$ cat src/rtl/tws_pkg.sv
package tws_pkg;
   typedef enum logic [1:0] {
      ST_IDLE = 2'd0,
      ST_RUN  = 2'd1,
      ST_TAIL = 2'd2
   } tws_state_e;
endpackage

$ cat src/rtl/tws_tick.sv
module tws_tick #(
   parameter int DIV = 2
) (
   input  logic clk,
   input  logic rst_n,
   input  logic en,
   output logic tick
);
   generate
      if (DIV < 1) begin : g_bad_div
         $error("tws_tick: DIV must be at least 1");
      end
      if (DIV == 1) begin : g_every
         assign tick = en;
      end else begin : g_count
         localparam int CW = $clog2(DIV);
         localparam logic [CW-1:0] TOP = CW'(DIV - 1);
         logic [CW-1:0] cnt;
         always_ff @(posedge clk or negedge rst_n) begin
            if (!rst_n)          cnt <= '0;
            else if (!en)        cnt <= '0;
            else if (cnt == TOP) cnt <= '0;
            else                 cnt <= cnt + 1'b1;
         end
         assign tick = en && (cnt == TOP);

         a_r7_cnt_bounded: assert property (@(posedge clk) disable iff (!rst_n)
            cnt <= TOP);
      end
   endgenerate
endmodule

$ cat src/rtl/tws_shift.sv
module tws_shift #(
   parameter int FRAME_W = 16,
   parameter int RX_W    = 8
) (
   input  logic               clk,
   input  logic               rst_n,
   input  logic               load,
   input  logic [FRAME_W-1:0] load_val,
   input  logic               shift,
   input  logic               sample,
   input  logic               sdi,
   output logic               tx_bit,
   output logic [RX_W-1:0]    rx_word
);
   generate
      if (RX_W > FRAME_W) begin : g_bad_w
         $error("tws_shift: RX_W exceeds FRAME_W");
      end
   endgenerate

   logic [FRAME_W-1:0] tx_q;
   logic [RX_W-1:0]    rx_q;

   always_ff @(posedge clk or negedge rst_n) begin
      if (!rst_n)     tx_q <= '0;
      else if (load)  tx_q <= load_val;
      else if (shift) tx_q <= {tx_q[FRAME_W-2:0], 1'b0};
   end

   always_ff @(posedge clk or negedge rst_n) begin
      if (!rst_n)      rx_q <= '0;
      else if (sample) rx_q <= {rx_q[RX_W-2:0], sdi};
   end

   assign tx_bit  = tx_q[FRAME_W-1];
   assign rx_word = rx_q;

   a_r7_no_load_shift_clash: assert property (@(posedge clk) disable iff (!rst_n)
      !(load && shift));
endmodule

$ cat src/rtl/tws_master.sv
module tws_master #(
   parameter int ADDR_W  = 6,
   parameter int DATA_W  = 8,
   parameter int CLK_DIV = 2
) (
   input  logic              clk,
   input  logic              rst_n,
   input  logic              start,
   input  logic              wr,
   input  logic [ADDR_W-1:0] addr,
   input  logic [DATA_W-1:0] wdata,
   output logic [DATA_W-1:0] rdata,
   output logic              done,
   output logic              busy,
   output logic              sclk,
   output logic              cs_n,
   output logic              sdo,
   output logic              sdo_oe,
   input  logic              sdi
);
   import tws_pkg::*;

   localparam int CMD_W   = ADDR_W + 2;
   localparam int FRAME_W = CMD_W + DATA_W;
   localparam int IDX_W   = $clog2(FRAME_W);
   localparam logic [IDX_W-1:0] LAST_IDX  = IDX_W'(FRAME_W - 1);
   localparam logic [IDX_W-1:0] PRE_TURN  = IDX_W'(CMD_W - 2);
   localparam logic [IDX_W-1:0] FIRST_RX  = IDX_W'(CMD_W);

   generate
      if (ADDR_W < 1 || DATA_W < 2) begin : g_bad_w
         $error("tws_master: ADDR_W must be >= 1 and DATA_W >= 2");
      end
      if (CLK_DIV < 1) begin : g_bad_div
         $error("tws_master: CLK_DIV must be at least 1");
      end
   endgenerate

   tws_state_e       state;
   logic             wr_q;
   logic [IDX_W-1:0] bit_idx;
   logic             tick;
   logic             accept, shift_en, sample_en;
   logic [FRAME_W-1:0] frame_val;
   logic [DATA_W-1:0]  rx_word;
   logic             tx_bit;

   assign accept    = (state == ST_IDLE) && start;
   assign shift_en  = (state == ST_RUN) && tick && sclk && (bit_idx != LAST_IDX);
   assign sample_en = (state == ST_RUN) && tick && !sclk && !wr_q && (bit_idx >= FIRST_RX);
   assign frame_val = wr ? {addr, 1'b0, 1'b0, wdata}
                         : {addr, 1'b1, 1'b0, {DATA_W{1'b0}}};

   tws_tick #(.DIV(CLK_DIV)) u_tick (
      .clk   (clk),
      .rst_n (rst_n),
      .en    (state != ST_IDLE),
      .tick  (tick)
   );

   tws_shift #(.FRAME_W(FRAME_W), .RX_W(DATA_W)) u_shift (
      .clk      (clk),
      .rst_n    (rst_n),
      .load     (accept),
      .load_val (frame_val),
      .shift    (shift_en),
      .sample   (sample_en),
      .sdi      (sdi),
      .tx_bit   (tx_bit),
      .rx_word  (rx_word)
   );

   always_ff @(posedge clk or negedge rst_n) begin
      if (!rst_n) begin
         state   <= ST_IDLE;
         wr_q    <= 1'b0;
         bit_idx <= '0;
         sclk    <= 1'b0;
         cs_n    <= 1'b1;
         sdo_oe  <= 1'b0;
         done    <= 1'b0;
         rdata   <= '0;
      end else begin
         done <= 1'b0;
         case (state)
            ST_IDLE: begin
               if (start) begin
                  wr_q    <= wr;
                  bit_idx <= '0;
                  sclk    <= 1'b0;
                  cs_n    <= 1'b0;
                  sdo_oe  <= 1'b1;
                  state   <= ST_RUN;
               end
            end
            ST_RUN: begin
               if (tick) begin
                  if (!sclk) begin
                     sclk <= 1'b1;
                  end else begin
                     sclk <= 1'b0;
                     if (bit_idx == LAST_IDX) begin
                        sdo_oe <= 1'b0;
                        state  <= ST_TAIL;
                     end else begin
                        bit_idx <= bit_idx + 1'b1;
                        if (!wr_q && bit_idx == PRE_TURN) sdo_oe <= 1'b0;
                     end
                  end
               end
            end
            ST_TAIL: begin
               if (tick) begin
                  cs_n  <= 1'b1;
                  done  <= 1'b1;
                  state <= ST_IDLE;
                  if (!wr_q) rdata <= rx_word;
               end
            end
            default: state <= ST_IDLE;
         endcase
      end
   end

   assign busy = (state != ST_IDLE);
   assign sdo  = tx_bit;

   a_r1_idle_quiet: assert property (@(posedge clk) disable iff (!rst_n)
      (state == ST_IDLE) |-> (cs_n && !sclk && !sdo_oe));
   a_r8_sclk_inside_cs: assert property (@(posedge clk) disable iff (!rst_n)
      sclk |-> !cs_n);
   a_r9_done_single: assert property (@(posedge clk) disable iff (!rst_n)
      done |=> !done);
   a_r9_done_at_cs_rise: assert property (@(posedge clk) disable iff (!rst_n)
      done |-> (cs_n && $past(!cs_n)));
   a_r4_write_keeps_drive: assert property (@(posedge clk) disable iff (!rst_n)
      (state == ST_RUN && wr_q) |-> sdo_oe);
   a_r7_hold_while_high: assert property (@(posedge clk) disable iff (!rst_n)
      (sclk && $past(sclk)) |-> $stable(sdo));
endmodule

$ cat config.mk
export PLATFORM = sky130hd
export DESIGN_NAME = tws_master
export DESIGN_NICKNAME = d
export VERILOG_FILES = /design/src/rtl/tws_pkg.sv /design/src/rtl/tws_tick.sv /design/src/rtl/tws_shift.sv /design/src/rtl/tws_master.sv
export SDC_FILE = /design/constraint.sdc
export NUM_CORES = 1
export LEC_CHECK = 0
export BUFFER_PORTS_ARGS = -buffer_cell sky130_fd_sc_hd__buf_4
export CAP_MARGIN = 20
export CORE_ASPECT_RATIO = 0.6
export CORE_MARGIN = 3
export CORE_UTILIZATION = 24
export CTS_BUF_LIST = sky130_fd_sc_hd__clkbuf_16
export DETAILED_ROUTE_END_ITERATION = 16
export SLEW_MARGIN = 20
export SYNTH_ARGS = -nofsm -noshare
export SYNTH_HDL_FRONTEND = slang
export SYNTH_SLANG_ARGS = --single-unit
export TNS_END_PERCENT = 5
$ cat constraint.sdc
create_clock -name clk -period 1.95 [get_ports clk]
set_clock_uncertainty 0.2 [all_clocks]
set_input_delay 0.195 -clock clk [delete_from_list [all_inputs] [get_ports clk]]
set_output_delay 0.195 -clock clk [all_outputs]
set_load 0.02 [all_outputs]
* After elaboration in Yosys (flattened, before gate mapping)
Cells that the tools add are included.
Cells by class: reductions and logical operators 23, bitwise gates (word level) 1, eq/ne operators 12, $add $sub $neg 2, magnitude comparators 1, muxes and demuxes 30
Operators with widths (count):
- two-way mux 16 bit | 2
- two-way mux 4 bit | 4
- AND reduction 5 bit | 3
- two-way mux 1 bit | 13
- two-way mux 10 bit | 1
- two-way mux 2 bit | 5
- inequality test 2 bit (second input constant) | 5
- logical AND 1 bit | 9
- AND reduction 3 bit | 3
- one-hot mux 4 bit (2 select lines) | 1
- nonzero test 2 bit | 4
- one-hot mux 1 bit (2 select lines) | 3
- one-hot mux 2 bit (3 select lines) | 1
- adder 4 x 1 -> 4 bit (second input constant) | 1
- equality test 4 x 3 -> 1 bit (second input constant) | 1
- equality test 4 bit (second input constant) | 1
- greater-or-equal comparator 4 bit (second input constant) | 1
- inequality test 4 bit (second input constant) | 1
- inequality test 3 x 1 -> 1 bit (second input constant) | 1
- equality test 2 x 1 -> 1 bit (second input constant) | 1
- equality test 2 bit (second input constant) | 1
- zero test 1 bit | 2
- zero test 2 bit | 1
- inequality test 2 x 1 -> 1 bit (second input constant) | 1
- 3 further kinds | 3
Word-level totals: input bits 19, register bits 44, word-level logic and storage cells 80

* Depth between registers and ports, before layout
Gate-level depths: netlist of run 1.
word-level depth 7, mapped depth 6, gate-level depth less buffers 5

* Hierarchy
A second synthesis of run 1 with hierarchy kept.
Second synthesis, totals: cells, all modules 176, area total of the unflattened synthesis 2052.0 um^2
Modules (own cells, without submodules):
- tws_shift | cells an instance 86, times used 1, area an instance 1037.2 um^2
- tws_master | cells an instance 87, times used 1, area an instance 973.4 um^2
- tws_tick | cells an instance 3, times used 1, area an instance 41.3 um^2

* Worst setup path before layout of run 1
Ideal clock, no wire load.
kind register to register, start point register state[1], end point register u_shift.tx_q[11], setup time 0.125 ns, stages on the path, launching flop included 6, slack -0.015 ns, path buffers 2, arrival 1.640 ns, path through dfrtp_1 -> or3b_1 -> clkbuf_2 -> a22oi_4 -> buf_12 -> mux2_4
Between the ends: cells in the longest elaborated chain, start to end 6
Ends and longest elaborated chain:
- from (decl) | RTL line tws_master.sv:39 | tws_state_e state;
- from (signal assigned) | RTL line tws_master.sv:75 | state <= ST_IDLE;
- from (signal assigned) | RTL line tws_master.sv:93 | state <= ST_RUN;
- from (signal assigned) | RTL line tws_master.sv:104 | state <= ST_TAIL;
- nonzero test 2 bit | RTL line tws_master.sv:57 | .en (state != ST_IDLE),
- logical AND 1 bit | RTL line tws_tick.sv:25 | assign tick = en && (cnt == TOP);
- logical AND 1 bit (3 in series) | RTL line tws_master.sv:49 | assign shift_en = (state == ST_RUN) && tick && sclk && (bit_idx != LAST_IDX);
- nonzero test 2 bit (no source line)
- to (signal assigned) | RTL line tws_shift.sv:26 | else if (load) tx_q <= load_val;
- to (signal assigned) | RTL line tws_shift.sv:27 | else if (shift) tx_q <= {tx_q[FRAME_W-2:0], 1'b0};
- to (decl) | RTL line tws_shift.sv:21 | logic [FRAME_W-1:0] tx_q;
Parallel ways exist; a longest one is shown, timed or not. A chain may end at the register's enable or synchronous reset.

* Worst setup path in the final report of run 1
Same ends and word-level chain as after synthesis.

==> results of run 1 <==
[power groups by stage]
stage / logic, mW / clock network (mW) / registers [mW]
5_1_grt: 1.39 / 0.999 / 1.45
3_5_place_dp: 1.13 / 0 / 1.41
3_3_place_gp: 1.11 / 0 / 1.40
6_report: 1.27 / 0.939 / 1.40
2_1_floorplan: 0.829 / 0 / 1.37
4_1_cts: 1.15 / 0.970 / 1.40
[final cells by class]
type	count	area share (%)
Clock buffer	5	4.52
Sequential cell	44	39.9
Clock inverter	3	1.40
Multi-Input combinational cell	100	33.0
Inverter	9	1.22
Timing Repair Buffer	50	15.1
Tap cell	108	4.88
[worst min-delay path, cell delays in order]
cell and delay (ns):
sky130_fd_sc_hd__buf_4 0.14, sky130_fd_sc_hd__nand2_1 0.07, sky130_fd_sc_hd__nand2_1 0.05
[cell usage after synthesis (2+ instances only)]
library cell	number
sky130_fd_sc_hd__and2_1	3
sky130_fd_sc_hd__mux2i_1	12
sky130_fd_sc_hd__nor3b_1	2
sky130_fd_sc_hd__nand3_1	5
sky130_fd_sc_hd__nand2_1	9
sky130_fd_sc_hd__dfrtp_1	43
sky130_fd_sc_hd__nor4bb_1	2
sky130_fd_sc_hd__ha_1	3
sky130_fd_sc_hd__buf_4	2
sky130_fd_sc_hd__o22a_1	2
sky130_fd_sc_hd__a31oi_1	2
sky130_fd_sc_hd__and3_1	2
sky130_fd_sc_hd__inv_1	9
sky130_fd_sc_hd__clkbuf_1	2
sky130_fd_sc_hd__mux2_2	29
sky130_fd_sc_hd__mux2_4	4
sky130_fd_sc_hd__nand2b_1	2
sky130_fd_sc_hd__o21ai_0	6
[stage by stage]
step / worst slack, ns / util (%) / power [mW] / cell area (um2) / hold slack [ns]
floorplan: 0.00912 / - / 2.20 / 2090 / -0.301
global placement: 0.0977 / 30.7 / 2.51 / 2500 / 0.0316
detailed placement: 0.0254 / 30.7 / 2.55 / 2500 / 0.0436
CTS: 0.0186 / 33.0 / 3.51 / 2700 / 0.0188
global route: 0.00557 / 33.9 / 3.84 / 2770 / 0.0487
finish: 0.0567 / 33.9 / 3.61 / 2770 / 0.0152
[cells by family (layout without fill, tap and decap cells)]
group	count (synthesis)	count (layout)	share of synthesized area, %
AND/OR/NAND/NOR	34	34	10.4
AO/OA/AOI/OAI	18	18	6.54
multiplexers	45	45	24.3
flip-flops	44	44	52.8
adder cells (fa/ha/maj)	3	3	1.80
buffers and inverters	16	67	4.14
[worst max-delay path by stage]
stage,startpoint,end,slack [ns],depth (start not counted)
CTS,state[1],u_shift.tx_q[5],0.02,4
finish,state[1],u_shift.tx_q[11],0.06,4
global placement,state[1],u_shift.tx_q[7],0.1,4
detailed placement,state[1],u_shift.tx_q[5],0.03,4
global route,state[1],u_shift.tx_q[10],0.006,4
floorplan,state[1],u_shift.tx_q[11],0.009,5
[repair_timing]
item / in CTS / in global routing
resized for setup: 0 / 6
hold endpoints to repair: 45 / 0
setup buffers: 0 / 4
setup endpoints to repair: 0 / 11
hold buffers: 3 / 0
[layer usage]
layer / vias to the layer above / share of wire [%]
li1: 671 / -
met1: 682 / 52
met2: 37 / 41
met3: 7 / 6.0
met4: 0 / 1.3
met5: - / 0
[registers in the layout, indices dropped and copies added (netlist names)]
signal / flops
bit_idx: 4
cs_n: 1
done: 1
rdata: 8
sclk: 1
sdo_oe: 1
state: 2
u_shift.rx_word: 8
u_shift.tx_q: 16
u_tick.g_count.cnt: 1
wr_q: 1
==> summary.md, run 1 <==
| Metric | Value |
|---|---|
| Total standard cell area after synthesis | 2090 um2 |
| Required arrival time at the worst endpoint | 1.92 ns |
| Overflow after GRT | 0 |
| Async set-reset flop share out of synthesis | 100% |
| Pwr/cell area | 1300 nW/um2 |
| Pin count of the biggest net entering global routing | 45 |
| Largest driver fanout on the critical path | 9 |
| Number of placed I/O pins | 33 |
| Classification of the worst-slack hold path | input port to register |
| Clock power share | 26.0% |
| Sum of net half-perimeters after detailed placement | 3010 um |
| Worst-skew pair later-pin latency | 0.28 ns |
| Die extent in x | 126 um |
| Reg-to-reg startpoint | state[1] |
| Std-Cell Core Area | 8160 um2 |
| Synthesized instance count | 160 |
| Multi-input logic area | 913 um2 |
| Vias per std cell | 4.38 |
| Number of search-and-repair iterations in the first detailed-routing pass | 4 |
| Number of antenna violations at the first check in global routing | 0 |
| TritonCTS clock tree | done |
| CP endpoint kind | register |
| Detailed Route WL | 4320 um |
| CTS root buf | sky130_fd_sc_hd__clkbuf_16 |
| FP Rows | 25 |
| Transition time of the tightest slew-check pin | 0.573 ns |
| Filler cell count | 826 |
| Sort of element at the start of the critical path | register |
| Die Span Y | 78.2 um |
| Area occupied by registers | 1100 um2 |
| Average cell area after synthesis | 13.0 um2 |
| Worst path top cell family by delay | flip-flops |
| Diode count | 0 |
| Leakage | 1.30 nW |
| Violation count after the first detailed-route iteration | 61 |
| Leading cell type in the layout, fill and taps excluded | sky130_fd_sc_hd__buf_4 |
| Slowest cell delay on critical path | 0.45 ns |
| Via total after detailed routing | 1397 |
| # H-tree levels | 2 |
| Clock tree buffer depth | 2 |
| Sequential group share of total power | 38.7% |
| Clock slew at the register clock pins of the worst setup and hold paths | 0.06 ns |
| Unrepaired setup endpoints after global routing | no |
| Worst reg-to-reg setup slack | 0.06 ns |
| Critical R2R Capture | u_shift.tx_q[11] |
| Max-Cap Viols | 0 |
| Cells on Worst Hold Path | 3 |
| Hold path startpoint | wr |
| Most area-consuming cells after synthesis | sky130_fd_sc_hd__dfrtp_1 52%, sky130_fd_sc_hd__mux2_2 16%, sky130_fd_sc_hd__mux2i_1 5.8% |
| Kind of critical path | register to register |
| Met2 routing resource usage after global routing | 11.8% |
| Clock buffer count from CTS | 5 |
| Synth warn | 0 |
| Post-synthesis sequential area ratio | 52.8% |
| Tcrit/Tclk final | 97.1% |
| Relative max-transition margin | 61.8% |
| Switching Fraction | 30.0% |
| Period minus WS final | 1.89 ns |
| Number of placed cells counting well taps | 303 |
| Cell Chain, Critical Path | or3b_4 -> a22oi_4 -> clkbuf_16 -> mux2_4 |
| Buffering stage count on the worst path with inverters included | 1 |
| Arrival time worst endpoint | 1.86 ns |
| GR Util All Layers | 9.00% |
| Area share of the leading cell type in the synthesized netlist | 51.6% |
| P_int | 2.52 mW |
| Fraction of final layout cells with drive strength greater than 1 | 45.5% |
| Final-report setup violation count | 0 |
| Routing usage on met3 | 3.81% |
| Most crowded layer after global routing | met1 |
| Post-synthesis net count | 182 |
| Input/output buffers | 32 |
| Starting density of the core | 25.6% |
| Final net count | 232 |
| Number of enable-type register cells in the synthesized netlist | 0 |
| Net switching component of the power | 1.08 mW |
| Most frequently used flop master after synthesis | sky130_fd_sc_hd__dfrtp_1 |
| Hold Path Sink | wr_q |
| Number of synthesized register bits | 44 |
| Number of cells on the worst reg-to-reg path | 4 |
| Pins Over Slew Limit | 0 |
| Area of the die | 9890 um2 |
| Clock tree sinks | 44 |
| Layout area overhead | 32.6% |
| Vias in the first global route | 1348 |
| Final total negative setup slack | 0 ns |
| Number of nets with antenna violations after detailed routing | 0 |
| Global-route track usage on met1 | 13.1% |
| VDD IR max | 0.423 mV |
| Wire length per cell | 13.5 um |
| Final Hold Viols | 0 |
| Largest area contributor in the netlist | sky130_fd_sc_hd__dfrtp_1 |
| Portion of total power attributed to combinational logic | 35.2% |
| Distinct cell type count of the synthesized netlist | 39 |
| DRC violations left | 0 |
| Final instance count without filler cells | 319 |
| Standard cell with the maximum stage delay on the critical path | sky130_fd_sc_hd__dfrtp_2 |
| Wire length of the first global-routing pass | 7020 um |
| Gp weighted congestion | 0.774 |
| Outcome | finished clean |
| Highest achievable clock rate | 0.528 GHz |
| Most frequent cells in the layout | 44 x sky130_fd_sc_hd__buf_4, 42 x sky130_fd_sc_hd__dfrtp_1, 29 x sky130_fd_sc_hd__mux2_2 |
Power figures use the tool's default switching activity.
==> inputs of run 2 (changes only) <==
Settings changed: HOLD_SLACK_MARGIN set to 0.06.
==> summary.md, run 2 (same netlist as run 1, synthesis figures left out) <==
| Metric | Value |
|---|---|
| # H-tree levels | 2 (unchanged) |
| Final Hold Viols | 0 (unchanged) |
| CP endpoint kind | register |
| Sum of net half-perimeters after detailed placement | 3010 um (unchanged) |
| Number of placed I/O pins | 33 (unchanged) |
| Worst reg-to-reg setup slack | 0.05 ns (about the same) |
| Clock slew at the register clock pins of the worst setup and hold paths | 0.06 ns (about the same) |
| Input/output buffers | 32 (unchanged) |
| Hold path startpoint | addr[5] |
| Filler cell count | 827 (+0.12%) |
| Highest achievable clock rate | 0.527 GHz (-0.21%) |
| Classification of the worst-slack hold path | input port to register |
| Leakage | 1.30 nW (+0.32%) |
| Number of flip-flops in the largest register | 16 (unchanged) |
| GR Util All Layers | 9.06% (+0.058 points) |
| Vias per std cell | 4.38 (about the same) |
| Worst Slack Setup Final | 0.0527 ns (-0.00402 ns) |
| TritonCTS clock tree | done |
| Clock tree buffer depth | 2 (unchanged) |
| Starting density of the core | 25.6% (unchanged) |
| Via total after detailed routing | 1400 (+0.21%) |
| Die extent in x | 126 um (unchanged) |
| Area of the die | 9890 um2 (unchanged) |
| Kind of critical path | register to register |
| Diode count | 0 (unchanged) |
| Relative max-transition margin | 61.7% (-0.12 points) |
| Period minus WS final | 1.90 ns (+0.00402 ns) |
| Transition time of the tightest slew-check pin | 0.575 ns (+0.00174 ns) |
| FP Rows | 25 (unchanged) |
| Multi-input logic area | 913 um2 (unchanged) |
| CTS root buf | sky130_fd_sc_hd__clkbuf_16 |
| Post-Route Utilization | 34.0% (+0.12 points) |
| Die Span Y | 78.2 um (unchanged) |
| Final total negative setup slack | 0 ns (unchanged) |
| Number of cells on the worst reg-to-reg path | 4 (unchanged) |
| Reg-to-reg startpoint | state[1] |
| VDD IR max | 0.422 mV (-0.18%) |
| Most frequent cells in the layout | 44 x sky130_fd_sc_hd__buf_4, 42 x sky130_fd_sc_hd__dfrtp_1, 29 x sky130_fd_sc_hd__mux2_2 |
| Final net count | 233 (+0.43%) |
| Critical R2R Capture | u_shift.tx_q[11] |
| Hold Path Sink | u_shift.tx_q[15] |
| Largest driver fanout on the critical path | 9 (unchanged) |
| Number of nets with antenna violations after detailed routing | 0 (unchanged) |
| Worst-skew pair later-pin latency | 0.28 ns (about the same) |
| Detailed Route WL | 4350 um (+0.63%) |
| Reg with most FFs | u_shift.tx_q |
| Std-Cell Core Area | 8160 um2 (unchanged) |
| Pin count of the biggest net entering global routing | 45 (unchanged) |
| Layout area overhead | 33.0% |
| Gp weighted congestion | 0.774 (unchanged) |
| Unrepaired setup endpoints after global routing | no |
| Fraction of final layout cells with drive strength greater than 1 | 45.3% (-0.21 points) |
| Wire length per cell | 13.6 um (+0.31%) |
| Worst setup path startpoint | state[1] |
| Overflow after GRT | 0 (unchanged) |
| Cells on Worst Hold Path | 3 (unchanged) |
| Pre-CTS worst setup slack | 0.0254 ns (unchanged) |
| Wire length of the first global-routing pass | 7070 um (+0.58%) |
| Required arrival time at the worst endpoint | 1.92 ns (about the same) |
| Standard cell with the maximum stage delay on the critical path | sky130_fd_sc_hd__dfrtp_2 |
| Violation count after the first detailed-route iteration | 52 (-15%) |
| Number of search-and-repair iterations in the first detailed-routing pass | 4 (unchanged) |
| Cell Chain, Critical Path | or3b_4 -> a22oi_4 -> clkbuf_16 -> mux2_4 |
| Clock buffer count from CTS | 5 (unchanged) |
| Outcome | finished clean |
| Sort of element at the start of the critical path | register |
| Area occupied by registers | 1100 um2 (unchanged) |
| Number of antenna violations at the first check in global routing | 0 (unchanged) |
| DRC violations left | 0 (unchanged) |
| Leading cell type in the layout, fill and taps excluded | sky130_fd_sc_hd__buf_4 |
| Tcrit/Tclk final | 97.3% (+0.21 points) |
| Arrival time worst endpoint | 1.86 ns (about the same) |
| Max-Cap Viols | 0 (unchanged) |
| Clock tree sinks | 44 (unchanged) |
| Pins Over Slew Limit | 0 (unchanged) |
| Pwr/cell area | 1300 nW/um2 (-0.32%) |
| Vias in the first global route | 1358 (+0.74%) |
| Slowest cell delay on critical path | 0.45 ns (about the same) |
| Final-report setup violation count | 0 (unchanged) |
==> run 2: cell count changes in the layout (fill, tap and decap cells not counted), sizes merged <==
| cell | before | now |
|---|---|---|
| dlygate4sd3 | 3 | 4 |
==> run 2: worst max path at each step <==
stage,end
final,u_shift.tx_q[11]
after global routing,u_shift.tx_q[10]
after CTS,u_shift.tx_q[5]
after detailed placement,u_shift.tx_q[5]
after global placement,u_shift.tx_q[7]
after floorplan,u_shift.tx_q[11]
==> run 2: power breakdown <==
group | leakage (nW) | internal (mW) | switching, mW
clock | 0.0850 | 0.597 | 0.341
combinational | 0.642 | 0.745 | 0.528
sequential | 0.574 | 1.18 | 0.215
total | 1.30 | 2.52 | 1.08
==> run 2: layer usage <==
metal	GRT usage, %	share of wire, %
met5	0	0
met2	12.0	41
met1	13.1	52
met4	2.89	1.3
met3	3.81	6.0
==> run 2: worst max-delay path, delay by kind of cell (launching register included) <==
| family | cells | cell delay, ns |
|---|---|---|
| DFF | 1 | 0.45 |
| muxes | 1 | 0.29 |
| and+or+nand+nor | 1 | 0.41 |
| buffers and inverters | 1 | 0.21 |
| AOI/OAI and AO/OA | 1 | 0.21 |
==> run 2: area by class of cell <==
cell class,instances,share of cell area (%)
Sequential cell,44,39.7
Clock inverter,3,1.40
Clock buffer,5,4.51
Timing Repair Buffer,51,15.4
Inverter,9,1.22
Tap cell,108,4.87
Multi-Input combinational cell,100,32.9
==> run 2: repair_timing <==
item | CTS | global route
hold buffers | 4 | 0
buffers inserted | 0 | 4
resized for setup | 0 | 6
endpoints found under the setup margin | 0 | 11
hold endpoints to repair | 46 | 0
==> run 2: metrics by stage <==
| stage | power (mW) | std cells | cell area (um2) | hold slack (ns) |
|---|---|---|---|---|
| after detailed placement | 2.55 | 303 | 2500 | 0.0436 |
| after CTS | 3.52 | 315 | 2710 | 0.0642 |
| after floorplan | 2.20 | 160 | 2090 | -0.301 |
| after global routing | 3.84 | 320 | 2780 | 0.0742 |
| after global placement | 2.51 | 303 | 2500 | 0.0316 |
| final | 3.61 | 320 | 2780 | 0.0706 |
==> inputs of run 3 (changes only) <==
Settings changed: BUFFER_PORTS_ARGS -buffer_cell sky130_fd_sc_hd__buf_4 to not set, DONT_BUFFER_PORTS set to 1.
==> summary.md, run 3 (same netlist as run 1, synthesis figures left out) <==
| Metric | Value |
|---|---|
| Outcome | finished clean |
| FP Rows | 25 (unchanged) |
| Sort of element at the start of the critical path | register |
| Clock tree sinks | 44 (unchanged) |
| Die extent in x | 126 um (unchanged) |
| Pre-CTS worst setup slack | 0.0264 ns (+0.00102 ns) |
| Slowest cell delay on critical path | 0.46 ns (about the same) |
| Pins Over Slew Limit | 0 (unchanged) |
| Gp weighted congestion | 0.822 (+6.2%) |
| Max-Cap Viols | 0 (unchanged) |
| Clock buffer count from CTS | 5 (unchanged) |
| Pwr/cell area | 1300 nW/um2 (+0.21%) |
| P_int | 2.39 mW (-5.3%) |
| CTS root buf | sky130_fd_sc_hd__clkbuf_16 |
| Largest driver fanout on the critical path | 17 (+8) |
| Number of nets with antenna violations after detailed routing | 0 (unchanged) |
| Worst-skew pair later-pin latency | 0.28 ns (about the same) |
| Number of search-and-repair iterations in the first detailed-routing pass | 4 (unchanged) |
| Clock power share | 27.4% (+1.4 points) |
| Filler cell count | 806 (-2.5%) |
| Number of flip-flops in the largest register | 16 (unchanged) |
| Final total negative setup slack | 0 ns (unchanged) |
| Most frequent cells in the layout | 42 x sky130_fd_sc_hd__dfrtp_1, 29 x sky130_fd_sc_hd__mux2_2, 15 x sky130_fd_sc_hd__dlygate4sd3_1 |
| Classification of the worst-slack hold path | input port to register |
| Required arrival time at the worst endpoint | 1.91 ns (about the same) |
| # H-tree levels | 2 (unchanged) |
| Final Hold Viols | 0 (unchanged) |
| Layout area overhead | 26.2% |
| Number of placed I/O pins | 33 (unchanged) |
| Relative max-transition margin | 74.5% (+13 points) |
| GR Util All Layers | 9.41% (+0.35 points) |
| Standard cell with the maximum stage delay on the critical path | sky130_fd_sc_hd__dfrtp_2 |
| Post-CTS setup buffers | 0 (unchanged) |
| Number of antenna violations at the first check in global routing | 1 (+1) |
| Leading cell type in the layout, fill and taps excluded | sky130_fd_sc_hd__dfrtp_1 |
| Std-Cell Core Area | 8160 um2 (unchanged) |
| Clock tree buffer depth | 2 (unchanged) |
| Sum of net half-perimeters after detailed placement | 3030 um (+0.64%) |
| Wire length of the first global-routing pass | 7400 um (+4.8%) |
| Highest achievable clock rate | 0.534 GHz (+1.3%) |
| Overflow after GRT | 0 (unchanged) |
| Unrepaired setup endpoints after global routing | no |
| Cell Chain, Critical Path | or3b_4 -> a22oi_4 -> buf_12 -> mux2_2 |
| Sequential group share of total power | 41.9% (+3.2 points) |
| CP endpoint kind | register |
| TritonCTS clock tree | done |
| Input/output buffers | 0 (-100%) |
| Final net count | 208 (-11%) |
| Kind of critical path | register to register |
| Period minus WS final | 1.87 ns (-0.0237 ns) |
| Die Span Y | 78.2 um (unchanged) |
| Tcrit/Tclk final | 96.1% (-1.2 points) |
| Transition time of the tightest slew-check pin | 0.381 ns (-0.193 ns) |
| Vias per std cell | 4.36 (-0.44%) |
| Net switching component of the power | 1.04 mW (-4.1%) |
| Leakage | 1.18 nW (-9.6%) |
| Diode count | 0 (unchanged) |
| Switching Fraction | 30.3% (+0.26 points) |
| Final-report setup violation count | 0 (unchanged) |
| Arrival time worst endpoint | 1.84 ns (-0.02 ns) |
| Pin count of the biggest net entering global routing | 45 (unchanged) |
| Portion of total power attributed to combinational logic | 30.7% (-4.6 points) |
| Violation count after the first detailed-route iteration | 83 (+60%) |
| Detailed Route WL | 4310 um (-0.90%) |
| Area of the die | 9890 um2 (unchanged) |
| Reg with most FFs | u_shift.tx_q |
| DRC violations left | 0 (unchanged) |
| Worst Slack Setup Final | 0.0764 ns (+0.0237 ns) |
| Wire length per cell | 14.6 um (+7.5%) |
| Number of placed cells counting well taps | 271 (-11%) |
| Final instance count without filler cells | 295 (-7.8%) |
| Via total after detailed routing | 1285 (-8.2%) |
| Fraction of final layout cells with drive strength greater than 1 | 31.0% (-14 points) |
| Vias in the first global route | 1356 (-0.15%) |
| VDD IR max | 0.467 mV (+11%) |
| Clock slew at the register clock pins of the worst setup and hold paths | 0.06 ns (about the same) |
| Starting density of the core | 25.6% (unchanged) |
[run 3: repair_timing]
item / CTS / global route
hold endpoints to repair: 61 / 0
endpoints found under the setup margin: 0 / 9
gates resized for setup: 0 / 4
hold buffers: 16 / 0
[run 3: per-stage QoR]
stage | util, % | instance area [um2] | power (mW) | hold WS, ns
floorplan | - | 2090 | 2.20 | -0.301
global placement | 27.9 | 2270 | 2.43 | -0.299
detailed placement | 27.9 | 2270 | 2.45 | -0.299
CTS | 32.1 | 2620 | 3.47 | 0.0622
global route | 32.3 | 2630 | 3.67 | 0.113
finish | 32.3 | 2630 | 3.43 | 0.0545
[run 3: power by group through the flow]
stage / registers (mW) / clock network [mW] / logic (mW)
floorplan: 1.37 / 0 / 0.829
global placement: 1.44 / 0 / 0.981
detailed placement: 1.45 / 0 / 1.00
CTS: 1.44 / 0.975 / 1.06
global route: 1.48 / 1.02 / 1.17
finish: 1.44 / 0.939 / 1.05
[run 3: worst paths after layout]
kind                                    start  cells after the start  slack [ns]                  to
max in group asynchronous               rst_n                      2        1.06                cs_n
min in group asynchronous               rst_n                      2        0.23  u_shift.rx_word[6]
min                                  wdata[4]                      3        0.05     u_shift.tx_q[4]
max reg2reg                          state[1]                      4        0.08     u_shift.tx_q[5]
max                                  state[1]                      4        0.08     u_shift.tx_q[5]
min reg2reg                u_shift.rx_word[7]                      1        0.31  u_shift.rx_word[7]
[run 3: critical path, delay by kind of cell, from the launching register on]
kind | cells | cell delay (ns)
flip-flops | 1 | 0.46
buffers and inverters | 1 | 0.18
AO/OA/AOI/OAI | 1 | 0.15
multiplexers | 1 | 0.34
AND/OR/NAND/NOR | 1 | 0.41
[run 3: cell type report]
| class | instances | area [um2] | area share (%) |
|---|---|---|---|
| inverter | 9 | 33.8 | 1.28 |
| timing repair buffer | 26 | 282 | 10.7 |
| multi-input combinational | 100 | 912 | 34.6 |
| clock inverter | 3 | 42.5 | 1.62 |
| clock buffer | 5 | 125 | 4.75 |
| tap | 108 | 135 | 5.13 |
| sequential | 44 | 1100 | 41.9 |
[run 3: routing by layer]
layer,vias up,wire length [um],track usage [%]
met5,-,7,0
met1,632,2150,13.2
met2,22,1780,12.8
met4,2,21,1.93
li1,625,-,-
met3,4,355,4.89
